<file path="config.mk">
export PLATFORM = sky130hd
export DESIGN_NAME = nps_seq
export DESIGN_NICKNAME = d
export VERILOG_FILES = /design/src/rtl/nps_pkg.sv /design/src/rtl/nps_loader.sv /design/src/rtl/nps_walker.sv /design/src/rtl/nps_fbstore.sv /design/src/rtl/nps_seq.sv
export SDC_FILE = /design/constraint.sdc
export NUM_CORES = 1
export LEC_CHECK = 0
export BUFFER_PORTS_ARGS = -buffer_cell sky130_fd_sc_hd__buf_2
export CORE_MARGIN = 4
export CORE_UTILIZATION = 60
export CTS_CLUSTER_SIZE = 10
export DETAILED_ROUTE_END_ITERATION = 12
export HOLD_SLACK_MARGIN = 0.08
export PLACE_DENSITY = 0.8
export SYNTH_ARGS = -nofsm -noshare
export SYNTH_HDL_FRONTEND = slang
export SYNTH_SLANG_ARGS = --single-unit
</file>
<file path="constraint.sdc">
create_clock -name clk -period 3.7 [get_ports clk]
set_input_delay 0.37 -clock clk [delete_from_list [all_inputs] [get_ports clk]]
set_output_delay 0.37 -clock clk [all_outputs]
set_load 0.01 [all_outputs]
</file>
<file path="src/rtl/nps_pkg.sv">
package nps_pkg;
   typedef enum logic [1:0] {
      ST_CONST  = 2'd0,
      ST_CONV   = 2'd1,
      ST_DRAIN  = 2'd2,
      ST_RESULT = 2'd3
   } walk_st_t;
endpackage

</file>
<file path="src/rtl/nps_loader.sv">
module nps_loader #(
   parameter int N_MODELS = 8,
   parameter int DEPTH    = 1568,
   parameter int DW       = 32,
   parameter int AW       = 11
) (
   input  logic                           clk,
   input  logic                           rst_n,
   input  logic                           load_valid,
   input  logic [DW-1:0]                  load_data,
   output logic                           done,
   output logic                           wmem_we,
   output logic                           smem_we,
   output logic [AW-1:0]                  ld_addr,
   output logic [N_MODELS-1:0][DW-1:0]    dev_bank
);
   localparam int TOTAL = N_MODELS + 2 * DEPTH;
   localparam int CNTW  = $clog2(TOTAL + 1);

   logic [CNTW-1:0] cnt;
   logic [CNTW-1:0] off;
   logic            accept, in_dev, in_w;

   assign accept = load_valid && !done;
   assign in_dev = cnt < CNTW'(N_MODELS);
   assign in_w   = !in_dev && (cnt < CNTW'(N_MODELS + DEPTH));
   assign off    = in_w ? cnt - CNTW'(N_MODELS) : cnt - CNTW'(N_MODELS + DEPTH);
   assign ld_addr = off[AW-1:0];
   assign wmem_we = accept && in_w;
   assign smem_we = accept && !in_dev && !in_w;

   always_ff @(posedge clk) begin
      if (!rst_n) begin
         cnt  <= '0;
         done <= 1'b0;
      end else if (accept) begin
         cnt <= cnt + 1'b1;
         if (cnt == CNTW'(TOTAL - 1)) done <= 1'b1;
      end
   end

   for (genvar g = 0; g < N_MODELS; g++) begin : g_dev
      always_ff @(posedge clk) begin
         if (!rst_n)                             dev_bank[g] <= '0;
         else if (accept && cnt == CNTW'(g))     dev_bank[g] <= load_data;
      end
   end

   // completion is sticky and freezes the memories
   p_done_sticky_r5: assert property (@(posedge clk) disable iff (!rst_n)
      done |=> done);
   p_quiet_after_done_r5: assert property (@(posedge clk) disable iff (!rst_n)
      done |-> !(wmem_we || smem_we));
   // at most one memory written per cycle
   p_one_target_r3: assert property (@(posedge clk) disable iff (!rst_n)
      $onehot0({wmem_we, smem_we}));
endmodule

</file>
<file path="src/rtl/nps_walker.sv">
module nps_walker
   import nps_pkg::*;
#(
   parameter int N_MODELS = 8,
   parameter int N_SRC    = 65,
   parameter int N_ORD    = 3,
   parameter int WPM      = 196,
   parameter int DRAIN    = 4,
   parameter int AW       = 11,
   parameter int MW       = 3,
   parameter int CW       = 7,
   parameter int OW       = 2
) (
   input  logic          clk,
   input  logic          rst_n,
   input  logic          run,
   output logic [MW-1:0] model,
   output logic [CW-1:0] chan,
   output logic [OW-1:0] ord,
   output logic [AW-1:0] addr,
   output logic          const_rd,
   output logic          conv_first,
   output logic          fb_active,
   output logic          result_valid
);
   localparam int DRW = (DRAIN > 1) ? $clog2(DRAIN) : 1;

   walk_st_t       st;
   logic [DRW-1:0] dcnt;
   logic           last_ord, last_conv;
   logic [AW-1:0]  base_a, off_a;

   assign last_ord  = ord == OW'(N_ORD - 1);
   assign last_conv = last_ord && chan == CW'(N_SRC - 1);

   always_ff @(posedge clk) begin
      if (!rst_n) begin
         st    <= ST_CONST;
         model <= '0;
         chan  <= '0;
         ord   <= '0;
         dcnt  <= '0;
      end else if (run) begin
         unique case (st)
            ST_CONST: begin
               st   <= ST_CONV;
               chan <= '0;
               ord  <= '0;
            end
            ST_CONV: begin
               if (last_conv) begin
                  st   <= (DRAIN > 0) ? ST_DRAIN : ST_RESULT;
                  dcnt <= '0;
               end else if (last_ord) begin
                  ord  <= '0;
                  chan <= chan + 1'b1;
               end else begin
                  ord  <= ord + 1'b1;
               end
            end
            ST_DRAIN: begin
               if (dcnt == DRW'(DRAIN - 1)) st <= ST_RESULT;
               else                         dcnt <= dcnt + 1'b1;
            end
            ST_RESULT: begin
               st    <= ST_CONST;
               model <= (model == MW'(N_MODELS - 1)) ? '0 : model + 1'b1;
            end
            default: st <= ST_CONST;
         endcase
      end
   end

   assign base_a = AW'(model) * AW'(WPM);
   assign off_a  = AW'(1) + AW'(chan) * AW'(N_ORD) + AW'(ord);
   assign addr   = (st == ST_CONV) ? base_a + off_a : base_a;

   assign const_rd     = run && st == ST_CONST;
   assign conv_first   = run && st == ST_CONV && ord == '0;
   assign fb_active    = run && st == ST_CONV && chan == CW'(N_SRC - 1);
   assign result_valid = run && st == ST_RESULT;

   p_ord_range_r7: assert property (@(posedge clk) disable iff (!rst_n)
      ord < OW'(N_ORD));
   p_strobe_excl_r8: assert property (@(posedge clk) disable iff (!rst_n)
      $onehot0({const_rd, conv_first, result_valid}));
   p_next_const_r6: assert property (@(posedge clk) disable iff (!rst_n)
      result_valid |=> const_rd);
   p_model_wrap_r9: assert property (@(posedge clk) disable iff (!rst_n)
      (result_valid && model == MW'(N_MODELS - 1)) |=> model == '0);
endmodule

</file>
<file path="src/rtl/nps_fbstore.sv">
module nps_fbstore #(
   parameter int N_MODELS = 8,
   parameter int MW       = 3
) (
   input  logic          clk,
   input  logic          rst_n,
   input  logic          capture,
   input  logic          spike_in,
   input  logic [MW-1:0] model,
   output logic          fb_spike
);
   logic [N_MODELS-1:0] bank;

   for (genvar g = 0; g < N_MODELS; g++) begin : g_fb
      always_ff @(posedge clk) begin
         if (!rst_n)                              bank[g] <= 1'b0;
         else if (capture && model == MW'(g))     bank[g] <= spike_in;
      end
      p_hold_spike_r8: assert property (@(posedge clk) disable iff (!rst_n)
         (capture && model == MW'(g)) |=> bank[g] == $past(spike_in));
   end

   assign fb_spike = bank[model];
endmodule

</file>
<file path="src/rtl/nps_seq.sv">
module nps_seq #(
   parameter int N_MODELS = 8,
   parameter int N_CHAN   = 64,
   parameter int N_ORD    = 3,
   parameter int DW       = 32,
   parameter int DRAIN    = 4
) (
   input  logic                                  clk,
   input  logic                                  rst_n,
   input  logic                                  load_valid,
   input  logic [DW-1:0]                         load_data,
   output logic                                  load_done,
   output logic                                  wmem_we,
   output logic                                  smem_we,
   output logic [$clog2(N_MODELS*(1+(N_CHAN+1)*N_ORD))-1:0] mem_addr,
   output logic [DW-1:0]                         mem_wdata,
   output logic [DW-1:0]                         dev_word,
   output logic [$clog2(N_MODELS)-1:0]           model_idx,
   output logic [$clog2(N_CHAN+1)-1:0]           chan_idx,
   output logic [$clog2(N_ORD)-1:0]              ord_idx,
   output logic                                  const_rd,
   output logic                                  conv_first,
   output logic                                  fb_active,
   output logic                                  fb_spike,
   output logic                                  result_valid,
   input  logic                                  spike_in
);
   localparam int N_SRC = N_CHAN + 1;
   localparam int WPM   = 1 + N_SRC * N_ORD;
   localparam int DEPTH = N_MODELS * WPM;
   localparam int AW    = $clog2(DEPTH);
   localparam int MW    = $clog2(N_MODELS);
   localparam int CW    = $clog2(N_SRC);
   localparam int OW    = $clog2(N_ORD);

   if (N_MODELS < 2 || (1 << MW) != N_MODELS) begin : g_bad_models
      $error("N_MODELS must be a power of two of at least 2");
   end
   if (N_ORD < 2) begin : g_bad_ord
      $error("N_ORD must be at least 2");
   end
   if (DW < 1) begin : g_bad_dw
      $error("DW must be positive");
   end

   logic [AW-1:0]               ld_addr, walk_addr;
   logic [N_MODELS-1:0][DW-1:0] dev_bank;

   nps_loader #(.N_MODELS(N_MODELS), .DEPTH(DEPTH), .DW(DW), .AW(AW)) u_load (
      .clk(clk), .rst_n(rst_n), .load_valid(load_valid), .load_data(load_data),
      .done(load_done), .wmem_we(wmem_we), .smem_we(smem_we),
      .ld_addr(ld_addr), .dev_bank(dev_bank));

   nps_walker #(.N_MODELS(N_MODELS), .N_SRC(N_SRC), .N_ORD(N_ORD), .WPM(WPM),
                .DRAIN(DRAIN), .AW(AW), .MW(MW), .CW(CW), .OW(OW)) u_walk (
      .clk(clk), .rst_n(rst_n), .run(load_done), .model(model_idx),
      .chan(chan_idx), .ord(ord_idx), .addr(walk_addr), .const_rd(const_rd),
      .conv_first(conv_first), .fb_active(fb_active), .result_valid(result_valid));

   nps_fbstore #(.N_MODELS(N_MODELS), .MW(MW)) u_fb (
      .clk(clk), .rst_n(rst_n), .capture(result_valid), .spike_in(spike_in),
      .model(model_idx), .fb_spike(fb_spike));

   assign mem_addr  = load_done ? walk_addr : ld_addr;
   assign mem_wdata = load_data;
   assign dev_word  = dev_bank[model_idx];

   // write data is the input word unchanged
   p_wdata_pass_r11: assert property (@(posedge clk) disable iff (!rst_n)
      (wmem_we || smem_we) |-> mem_wdata == load_data);
   // prediction starts with a constant read of model 0
   p_first_const_r6: assert property (@(posedge clk) disable iff (!rst_n)
      $rose(load_done) |-> const_rd && model_idx == '0);
endmodule

</file>
# Word-level counts from Yosys, hierarchy flattened
# Cells that the tools add are included.
# word_totals
ff_bits,293
in_bits,36
out_inout_bits,95
word_cells,126
# op_classes
addsub,10
n_mul,2
n_lt_le_gt_ge,3
eq_ne,26
muxes,20
n_reduce_logical,42
# op_table
cell,count
binary-select mux 32 bit (select 3 bit),1
"== test 12 x 3 -> 1 bit, second input constant",4
2-to-1 mux 11 bit,3
2-to-1 mux 32 bit,1
logical AND 1 bit,27
"== test 12 x 2 -> 1 bit, second input constant",2
2-to-1 mux 7 bit,2
one-hot mux 7 bit (2 select lines),1
"adder 12 x 1 -> 12 bit, second input constant",1
"== test 12 x 1 -> 1 bit, second input constant",1
"== test 12 bit, second input constant",1
"== test 3 bit, second input constant",4
zero test 12 bit,1
"< comparator 12 x 11 -> 1 bit, second input constant",1
"< comparator 12 x 4 -> 1 bit, second input constant",1
2-to-1 mux 2 bit,6
adder 11 bit,1
adder 11 x 2 -> 11 bit,1
"subtractor 11 bit, second input constant",1
"subtractor 11 x 4 -> 11 bit, second input constant",1
"adder 1 x 9 -> 10 bit, first input constant",1
"multiplier 3 x 6 -> 9 bit, second input constant",1
"multiplier 7 x 2 -> 9 bit, second input constant",1
"== test 2 bit, second input constant",4
22 further kinds,35

# Longest topological paths before layout
# Gate-level depths: netlist (run 1).
# logic_depth
word_depth,6
mapped_depth,14
depth_no_buf,14

# Hierarchy
# A second synthesis (run 1) with hierarchy kept.
# unflattened
cells_unflattened,1378
area_unflattened_um2,14899.3
# by_module_without_submodules
module,n_inst,cells_per_inst,area_per_inst_um2,seq_area_each_um2
nps_loader,1,990,10359.9,5385.2
nps_seq,1,158,2442.3,0.0
nps_walker,1,191,1637.8,320.3
nps_fbstore,1,39,459.2,160.2

# Least setup slack after synthesis (run 1)
# OpenSTA, ideal clock, no wires.
# synth_path
kind,register to output
from,register u_walk.model[1]
to,output mem_addr[9]
arrival_ns,3.142
t_required_ns,3.330
slack_ns,0.188
stages_incl_launch_ff,14
n_path_buf,3
cell_sequence,dfxtp_1 -> buf_2 -> clkbuf_1 -> clkbuf_1 -> inv_1 -> ha_1 -> inv_1 -> ha_1 -> ha_1 -> and3_1 -> o311a_1 -> a21oi_1 -> xor2_1 -> a21oi_1
# synth_via
elab_chain_cells,4
# synth_lines
item,line,source
from (decl),nps_walker.sv:17,"output logic [MW-1:0] model,"
from (signal assigned),nps_walker.sv:67,model <= (model == MW'(N_MODELS - 1)) ? '0 : model + 1'b1;
multiplier 3 x 6 -> 9 bit (*),nps_walker.sv:74,assign base_a = AW'(model) * AW'(WPM);
adder 11 bit,nps_walker.sv:76,assign addr = (st == ST_CONV) ? base_a + off_a : base_a;
2-to-1 mux 11 bit (*),nps_walker.sv:76,
2-to-1 mux 11 bit (*),nps_seq.sv:64,assign mem_addr = load_done ? walk_addr : ld_addr;
to (decl),nps_seq.sv:15,"output logic [$clog2(N_MODELS*(1+(N_CHAN+1)*N_ORD))-1:0] mem_addr,"
# Every way passes the cells marked *; elsewhere a longest branch is shown, timed or not.

# Final worst setup path (run 1)
# layout_path
from,register u_walk.chan[0]
to,output mem_addr[9]
# layout_via
elab_chain_cells,6
# layout_lines
item,line,source
from (decl),nps_walker.sv:18,"output logic [CW-1:0] chan,"
from (signal assigned),nps_walker.sv:56,chan <= chan + 1'b1;
multiplier 7 x 2 -> 9 bit,nps_walker.sv:75,assign off_a = AW'(1) + AW'(chan) * AW'(N_ORD) + AW'(ord);
adder 1 x 9 -> 10 bit,nps_walker.sv:75,
adder 11 x 2 -> 11 bit,nps_walker.sv:75,
adder 11 bit,nps_walker.sv:76,
2-to-1 mux 11 bit,nps_walker.sv:76,
2-to-1 mux 11 bit,nps_seq.sv:64,
# Every way passes these cells.

==> results of run 1 <==
timing repair:
item / CTS / global route
buffers inserted: 0 / 4
endpoints found under the setup margin: 4 / 4
gates resized for setup: 6 / 21
pin swaps: 0 / 7
kinds of logic after synthesis:
group,synth area share (%)
simple gates,21.2
flops,39.2
fa+ha+maj,3.78
buf+inv,7.49
mux,10.4
xor+xnor,1.93
compound gates,16.1
power by group through the flow:
stage,Sequential (mW),Clock (mW),Combinational [mW]
after global routing,3.25,3.16,0.512
after CTS,3.24,3.02,0.468
after floorplan,3.30,0,0.355
final,3.24,2.97,0.468
after global placement,3.31,0,0.458
after detailed placement,3.31,0,0.466
routing by layer:
metal  GRT usage [%]  share of wire [%]  vias up
met5               0                  0        -
met4            7.71                2.1        0
met2            45.1                 48      418
li1                -                  -     5802
met3            4.67                7.0       65
met1            34.3                 43     5903
per-stage QoR:
stage	power, mW	util (%)	setup WS [ns]	area (µm²)	TNS, ns
floorplan	3.66	-	0.188	15000	0
global placement	3.76	62.4	0.426	15300	0
detailed placement	3.78	62.4	0.400	15300	0
CTS	6.73	66.3	0.0161	16200	0
global route	6.91	66.8	-0.0801	16300	-0.0806
finish	6.68	66.8	0.145	16300	0
layout make-up:
class,instances,area share [%]
clock inverters,2,0.237
multi-input cells,1252,49.5
well taps,324,2.48
repair buffers,162,5.72
clock buffers,38,5.49
inverters,22,0.506
flip-flops and latches,293,36.0
synth_stat cells, types with 7 or more instances:
cell type / n
a21boi_0: 72
a21boi_1: 191
a21oi_1: 12
and2_1: 13
and3_1: 12
buf_2: 45
buf_4: 41
buf_6: 18
clkbuf_1: 80
dfxtp_1: 293
ha_1: 42
inv_1: 21
mux2i_1: 7
mux4_2: 66
nand2_1: 645
nand3_1: 29
nor2_1: 26
nor2b_1: 14
o21ai_0: 20
xnor2_1: 24
xor2_1: 9
sequential cells by signal (all words and copies together) (netlist names):
signal and cells:
u_walk.chan 7, u_walk.model 3, u_fb.bank 8, u_walk.dcnt 2, u_walk.ord 2, u_load.done 1
u_walk.st 2, u_load.dev_bank 256, u_load.cnt 12
how the worst max path moves through the flow:
stage	end	slack, ns
floorplan	mem_addr[9]	0.19
global route	mem_addr[9]	-0.08
CTS	mem_addr[9]	0.02
finish	mem_addr[9]	0.14
global placement	mem_addr[9]	0.43
detailed placement	mem_addr[9]	0.40
critical path, cell delays in order, from the launching register on:
cell	delay, ns
dfxtp_2	0.37
ha_2	0.23
o21ai_1	0.14
nand2b_1	0.08
a21oi_2	0.16
o21bai_1	0.08
a21o_1	0.21
a21o_1	0.22
ha_4	0.31
and3_1	0.16
o311a_1	0.17
a21oi_2	0.07
xor2_1	0.19
a21oi_1	0.15
buf_2	0.15
==> results.sh, run 1 <==
export IMPL_yosys_top_cells_area="dfxtp_1 (39%), nand2_1 (16%), mux4_2 (9.9%), a21boi_1 (9.6%), a21boi_0 (3.6%)"
export IMPL_whs_ns=0.195
export IMPL_period_share_pct=96.1
export IMPL_hold_class="input pin to flop"
export IMPL_power_leakage_nw=6.14
export IMPL_relSlewSlack_pct=25.2
export IMPL_comb_power_share_pct=7.0
export IMPL_synth_ff_type="dfxtp_1"
export IMPL_grt_pass1_vias=12100
export IMPL_grtUsageTotal_pct=26.3
export IMPL_mostFrequentLayoutCells="nand2_1 (645), dfxtp_1 (282), a21boi_1 (191), buf_2 (129), a21boi_0 (72)"
export IMPL_start_kind="flop"
export IMPL_placedCellCount=2049
export IMPL_hold_buffers=0
export IMPL_wirelength_um=37500
export IMPL_syn_area_mm2=0.0150
export IMPL_area_growth_pct=9.05
export IMPL_cts_made_buffers=35
export IMPL_rr_startpoint="u_load.cnt[5]"
export IMPL_critical_path_arrival_ns=3.19
export IMPL_r2r_end="u_load.dev_bank[115]"
export IMPL_dieArea_mm2=0.0276
export IMPL_hold_depth=3
export IMPL_clk_latency_ns=0.50
export IMPL_yosysTopAreaCell="dfxtp_1"
export IMPL_fillers=1967
export IMPL_max_freq_mhz=281
export IMPL_synthArstFlopShare_pct=0
export IMPL_post_route_min_period_ns=3.56
export IMPL_syn_inst=1752
export IMPL_yosys_warnings=0
export IMPL_gp_congestion=0.860
export IMPL_cap_violations=0
export IMPL_portBuffers=130
export IMPL_cts_tree="built"
export IMPL_synth_seq_area_share_pct=39.2
export IMPL_crit_path_start="u_walk.chan[0]"
export IMPL_placeableCoreArea_mm2=0.0245
export IMPL_ant_nets=0
export IMPL_yosys_area_top_type_share_pct=39.2
export IMPL_finalNetCount=1846
export IMPL_io_pins=131
export IMPL_multi_input_area_mm2=0.00809
export IMPL_cts_clk_slew_worst_paths_ns=0.05
export IMPL_cp_max_fo=8
export IMPL_worst_slew_pin_slew_ns=1.12
export IMPL_dr_pass1_iters=5
export IMPL_fp_dieW_um=166
export IMPL_grt_max_degree=123
export IMPL_ir_drop_uv=527
export IMPL_drive_above_1_share_pct=17.0
export IMPL_drtIter0Drc=1037
export IMPL_synth_fp_nets=1832
export IMPL_clock_skew_ns=0.0116
export IMPL_path_class="flop to output pin"
export IMPL_num_rows=57
export IMPL_grt_ovfl_total=0
export IMPL_wire_per_inst_um=17.9
export IMPL_hold_path_endpoint="u_load.dev_bank[219]"
export IMPL_p_per_area_mw_per_mm2=409
export IMPL_vias=12200
export IMPL_antenna_found_initial=0
export IMPL_intPower_mw=5.16
export IMPL_setup_viol=0
export IMPL_status="finished, final reports clean"
export IMPL_p_seq_share_pct=48.5
export IMPL_dieHeight_um=166
export IMPL_ff2ff_path_depth=7
export IMPL_antennaDiodeCount=0
export IMPL_final_common_cell="nand2_1"
export IMPL_htreeDepth=2
export IMPL_min_from="load_data[27]"
export IMPL_viasPerCell=5.82
export IMPL_seq_area_mm2=0.00589
export IMPL_drc=0
export IMPL_swShare_pct=22.7
export IMPL_synth_edf_count=0
export IMPL_grt_setup_unrepaired="true"
export IMPL_grt_pass1_wl_um=61100
export IMPL_cts_sinks=293
export IMPL_r2r_slack_ns=1.10
export IMPL_ys_ff_latch=293
export IMPL_netSwitchingPower_mw=1.52
export IMPL_cp_end_kind="output pin"
export IMPL_clkPwrFrac_pct=44.5
export IMPL_ys_types=52
export IMPL_hpwl_um=22500
export IMPL_cp_required_ns=3.33
export IMPL_cts_root_buf="clkbuf_16"
export IMPL_fin_cells=2093
export IMPL_clock_path_buffers=3
export IMPL_slew_violations=0
export IMPL_synth_area_per_cell_um2=8.55
export IMPL_hold_viol_final=0
export IMPL_initial_core_util_pct=61.2
Note: power is estimated with default switching activity, not from simulation.
==> inputs of run 2 (changes only) <==
--- a/config.mk
+++ b/config.mk
@@ -10,7 +10,9 @@
 export CORE_UTILIZATION = 60
 export CTS_CLUSTER_SIZE = 10
 export DETAILED_ROUTE_END_ITERATION = 12
+export GPL_ROUTABILITY_DRIVEN = 0
 export HOLD_SLACK_MARGIN = 0.08
+export MAX_ROUTING_LAYER = met4
 export PLACE_DENSITY = 0.8
 export SYNTH_ARGS = -nofsm -noshare
 export SYNTH_HDL_FRONTEND = slang
==> run 2 against run 1 <==
Compared with the run above: the flow now finishes with violations (negative setup slack); clock skew decreased by 0.0039 ns; cell count about the same; worst hold slack got worse by 0.013 ns; largest power group unchanged; highest routed layer unchanged.
==> results.sh, run 2 (synthesis results as in run 1) <==
export IMPL_viasPerCell=5.82
export IMPL_worst_slew_pin_slew_ns=0.861
export IMPL_htreeDepth=2
export IMPL_cts_tree="built"
export IMPL_path_class="flop to output pin"
export IMPL_portBuffers=130
export IMPL_rr_startpoint="u_walk.st[1]"
export IMPL_antenna_found_initial=0
export IMPL_power_leakage_nw=6.13
export IMPL_r2r_end="u_walk.chan[5]"
export IMPL_regMostFlops="u_load.dev_bank"
export IMPL_grt_pass1_wl_um=61500
export IMPL_placedCellCount=2047
export IMPL_finalPower_mw=6.63
export IMPL_post_route_min_period_ns=3.70
export IMPL_io_pins=131
export IMPL_initial_core_util_pct=61.2
export IMPL_drc=0
export IMPL_mostFrequentLayoutCells="nand2_1 (645), dfxtp_1 (279), a21boi_1 (191), buf_2 (129), a21boi_0 (72)"
export IMPL_hold_path_endpoint="u_load.dev_bank[218]"
export IMPL_p_per_area_mw_per_mm2=406
export IMPL_clock_skew_ns=0.00774
export IMPL_cts_clk_slew_worst_paths_ns=0.06
export IMPL_fp_dieW_um=166
export IMPL_cts_made_buffers=35
export IMPL_drtIter0Drc=1047
export IMPL_whs_ns=0.182
export IMPL_hold_class="input pin to flop"
export IMPL_grt_setup_unrepaired="true"
export IMPL_area_growth_pct=9.01
export IMPL_hold_buffers=0
export IMPL_hpwl_um=22200
export IMPL_cap_violations=0
export IMPL_dieHeight_um=166
export IMPL_status="finished with violations"
export IMPL_critical_path_arrival_ns=3.33
export IMPL_finalNetCount=1844
export IMPL_final_common_cell="nand2_1"
export IMPL_num_rows=57
export IMPL_cp_required_ns=3.33
export IMPL_vias=12200
export IMPL_ant_nets=0
export IMPL_cp_max_fo=7
export IMPL_grt_max_degree=180
export IMPL_wire_per_inst_um=17.9
export IMPL_hold_viol_final=0
export IMPL_clk_latency_ns=0.50
export IMPL_antennaDiodeCount=0
export IMPL_wirelength_um=37400
export IMPL_worst_slack_ns=-0.00470
export IMPL_clock_path_buffers=3
export IMPL_start_kind="flop"
export IMPL_r2r_slack_ns=0.90
export IMPL_cts_sinks=293
export IMPL_ff2ff_path_depth=8
export IMPL_grt_ovfl_total=0
export IMPL_grt_pass1_vias=12100
export IMPL_cp_end_kind="output pin"
export IMPL_fin_cells=2092
export IMPL_placeableCoreArea_mm2=0.0245
export IMPL_largestRegisters="u_load.dev_bank: 256 flops, u_load.cnt: 12 flops, u_fb.bank: 8 flops"
export IMPL_cts_root_buf="clkbuf_16"
export IMPL_largest_reg_flops=256
export IMPL_period_share_pct=100
export IMPL_min_from="load_data[26]"
export IMPL_setup_viol=1
export IMPL_ir_drop_uv=313
export IMPL_violations="negative setup slack"
export IMPL_slew_violations=0
export IMPL_hold_depth=3
export IMPL_dr_pass1_iters=5
export IMPL_dieArea_mm2=0.0276
export IMPL_drive_above_1_share_pct=16.9
export IMPL_relSlewSlack_pct=42.6
export IMPL_final_util_pct=66.7
export IMPL_post_place_ws_ns=0.358
export IMPL_grtUsageTotal_pct=27.4
export IMPL_max_freq_mhz=270
run 2: cell type report:
| type | count | area (µm²) |
|---|---|---|
| Fill cell | 2011 | 8140 |
| Timing Repair Buffer | 160 | 957 |
| Inverter | 22 | 82.6 |
| Tap cell | 324 | 405 |
| Multi-Input combinational cell | 1252 | 8070 |
| Sequential cell | 293 | 5890 |
| Clock inverter | 2 | 13.8 |
| Clock buffer | 39 | 901 |
run 2: how the worst max path moves through the flow:
| stage | startpoint | end | slack, ns | cells after the start |
|---|---|---|---|---|
| after floorplan | u_walk.model[1] | mem_addr[9] | 0.19 | 13 |
| after global placement | u_walk.chan[1] | mem_addr[9] | 0.37 | 15 |
| after detailed placement | u_walk.chan[1] | mem_addr[9] | 0.36 | 15 |
| after CTS | u_load.cnt[6] | mem_addr[7] | 0.05 | 10 |
| after global routing | u_walk.chan[1] | mem_addr[9] | -0.13 | 14 |
| final | u_walk.chan[1] | mem_addr[9] | -0.005 | 14 |
run 2: critical path, stage by stage, from the launching register on:
cell and delay, ns:
dfxtp_4 0.37, ha_1 0.34, o21ai_1 0.11, nand2b_1 0.10
a21oi_2 0.18, o21bai_1 0.08, a21o_1 0.20, xnor2_1 0.14
ha_2 0.39, o21a_1 0.14, o311a_1 0.15, a21oi_1 0.07
xor2_1 0.19, a21oi_1 0.21, buf_2 0.17
run 2: repair_timing:
| action | in CTS | in global routing |
|---|---|---|
| setup endpoints to repair | 4 | 4 |
| pin swaps | 0 | 4 |
| endpoints found under the hold margin | 0 | 0 |
| buffers inserted | 0 | 4 |
| resized for setup | 6 | 22 |
run 2: metal layers:
layer  track usage (%)  up-vias  share of wire (%)
met1              35.3     5841                 42
met5                 -        -                  0
met3              3.59       74                7.6
met2              45.5      482                 48
met4              8.29        0                2.3
li1                  -     5785                  -
run 2: stage by stage:
stage               area [µm²]  setup TNS, ns
floorplan                15000              0
global placement         15300              0
detailed placement       15300              0
CTS                      16200              0
global route             16300         -0.247
finish                   16300       -0.00470
run 2: report_power, final:
part | switching (mW) | total (mW) | internal (mW)
registers | 0.0286 | 3.24 | 3.21
clock network | 1.22 | 2.92 | 1.70
logic | 0.283 | 0.471 | 0.187
==> inputs of run 3 (changes only) <==
--- a/config.mk
+++ b/config.mk
@@ -14,6 +14,7 @@
 export HOLD_SLACK_MARGIN = 0.08
 export MAX_ROUTING_LAYER = met4
 export PLACE_DENSITY = 0.8
+export RECOVER_POWER = 25
 export SYNTH_ARGS = -nofsm -noshare
 export SYNTH_HDL_FRONTEND = slang
 export SYNTH_SLANG_ARGS = --single-unit
==> run 3 against run 2 <==
Compared with the run above: highest routed layer unchanged; the run ends with max-capacitance violations, max-slew violations left; worst hold slack gained 0.032 ns; non-clock buffer count is the same; combinational power is essentially flat; count of clock-buffer cells in the layout is the same; critical path type unchanged; routed wire length is essentially flat; sequential power is essentially flat; clock power is essentially flat.
==> results.sh, run 3 (synthesis results as in run 1) <==
export IMPL_ir_drop_uv=311
export IMPL_viasPerCell=5.80
export IMPL_violations="max-capacitance violations, max-slew violations"
export IMPL_htreeDepth=2
export IMPL_io_pins=131
export IMPL_post_place_ws_ns=0.358
export IMPL_cts_sinks=293
export IMPL_cts_made_buffers=35
export IMPL_ff2ff_path_depth=8
export IMPL_cts_root_buf="clkbuf_16"
export IMPL_cap_violations=1
export IMPL_clk_latency_ns=0.50
export IMPL_clock_skew_ns=0.00836
export IMPL_multi_input_area_mm2=0.00807
export IMPL_wire_per_inst_um=17.9
export IMPL_cp_required_ns=3.33
export IMPL_relSlewSlack_pct=-72.6
export IMPL_area_growth_pct=8.64
export IMPL_portBuffers=130
export IMPL_r2r_slack_ns=0.91
export IMPL_num_rows=57
export IMPL_grtUsageTotal_pct=27.4
export IMPL_slew_violations=180
export IMPL_min_from="spike_in"
export IMPL_dieHeight_um=166
export IMPL_antenna_found_initial=0
export IMPL_rr_startpoint="u_walk.st[1]"
export IMPL_period_share_pct=99.2
export IMPL_crit_path_start="u_walk.chan[1]"
export IMPL_seq_area_mm2=0.00589
export IMPL_grt_max_degree=180
export IMPL_cp_end_kind="output pin"
export IMPL_final_common_cell="nand2_1"
export IMPL_largestRegisters="u_load.dev_bank: 256 flops, u_load.cnt: 12 flops, u_fb.bank: 8 flops"
export IMPL_drc=0
export IMPL_post_route_min_period_ns=3.67
export IMPL_status="finished with violations"
export IMPL_grt_ovfl_total=0
export IMPL_hold_buffers=0
export IMPL_dr_pass1_iters=5
export IMPL_finalNetCount=1844
export IMPL_fillers=2026
export IMPL_grt_pass1_wl_um=61500
export IMPL_hold_depth=3
export IMPL_dieArea_mm2=0.0276
export IMPL_initial_core_util_pct=61.2
export IMPL_max_freq_mhz=272
export IMPL_hpwl_um=22200
export IMPL_drtIter0Drc=962
export IMPL_p_per_area_mw_per_mm2=408
export IMPL_worst_slack_ns=0.0281
export IMPL_hold_viol_final=0
export IMPL_fp_dieW_um=166
export IMPL_cp_max_fo=7
export IMPL_tns_ns=0
export IMPL_grt_setup_unrepaired="true"
export IMPL_cts_clk_slew_worst_paths_ns=0.06
export IMPL_cts_tree="built"
export IMPL_mostFrequentLayoutCells="nand2_1 (645), dfxtp_1 (279), a21boi_1 (191), buf_2 (97), a21boi_0 (72)"
export IMPL_antennaDiodeCount=0
export IMPL_placeableCoreArea_mm2=0.0245
export IMPL_largest_reg_flops=256
export IMPL_grt_pass1_vias=12100
export IMPL_power_leakage_nw=6.04
export IMPL_start_kind="flop"
export IMPL_setup_viol=0
export IMPL_critical_path_arrival_ns=3.30
export IMPL_drive_above_1_share_pct=15.0
export IMPL_wirelength_um=37400
export IMPL_hold_class="input pin to flop"
export IMPL_clock_path_buffers=3
export IMPL_worst_slew_pin_slew_ns=2.59
export IMPL_path_class="flop to output pin"
export IMPL_regMostFlops="u_load.dev_bank"
export IMPL_ant_nets=0
export IMPL_vias=12100
-- run 3: cell types whose count changed in the layout (fill, tap and decap cells not counted), sizes merged --
cell,delta
clkbuf,+33
buf,-33
-- run 3: metal layers --
layer / share of wire (%) / global-route usage, %
met1: 42 / 35.3
met2: 48 / 45.5
met3: 6.9 / 3.59
met4: 2.1 / 8.29
met5: 0 / -
-- run 3: worst paths after layout --
check / to
setup reg to reg: u_walk.chan[5]
setup / recovery: mem_addr[9]
hold reg to reg: u_load.dev_bank[81]
hold / removal: u_fb.bank[1]
-- run 3: cell type report --
cell class / count / share of cell area [%]
inverter: 22 / 0.508
multi-input combinational: 1252 / 49.6
timing repair buffer: 160 / 5.54
tap: 324 / 2.49
sequential: 293 / 36.2
clock buffer: 39 / 5.54
clock inverter: 2 / 0.0846
-- run 3: critical path: stages (launching register included) --
cell,delay (ns)
dfxtp_4,0.37
ha_1,0.33
o21ai_1,0.11
nand2b_1,0.10
a21oi_2,0.17
o21bai_1,0.08
a21o_1,0.20
xnor2_1,0.14
ha_2,0.39
o21a_1,0.14
o311a_1,0.15
a21oi_1,0.07
xor2_1,0.19
a21oi_1,0.19
buf_2,0.16
-- run 3: timing repair --
item | in CTS | in global routing
setup endpoints to repair | 4 | 4
setup buffers | 0 | 4
gates resized for setup | 6 | 22
pin swaps | 0 | 4
-- run 3: power by group --
group	switching [mW]	internal (mW)	leakage, nW
registers	0.0289	3.21	2.38
logic	0.282	0.186	3.21
clock network	1.22	1.70	0.450
-- run 3: metrics by stage --
stage | utilization (%) | cell area [µm²] | hold WS [ns] | std cells | power (mW)
2_1_floorplan | - | 15000 | 0.432 | 1752 | 3.66
3_3_place_gp | 62.5 | 15300 | 0.437 | 2047 | 3.77
3_5_place_dp | 62.5 | 15300 | 0.441 | 2047 | 3.78
4_1_cts | 66.3 | 16200 | 0.171 | 2088 | 6.68
5_1_grt | 66.5 | 16300 | 0.234 | 2092 | 6.86
6_report | 66.5 | 16300 | 0.213 | 2092 | 6.63
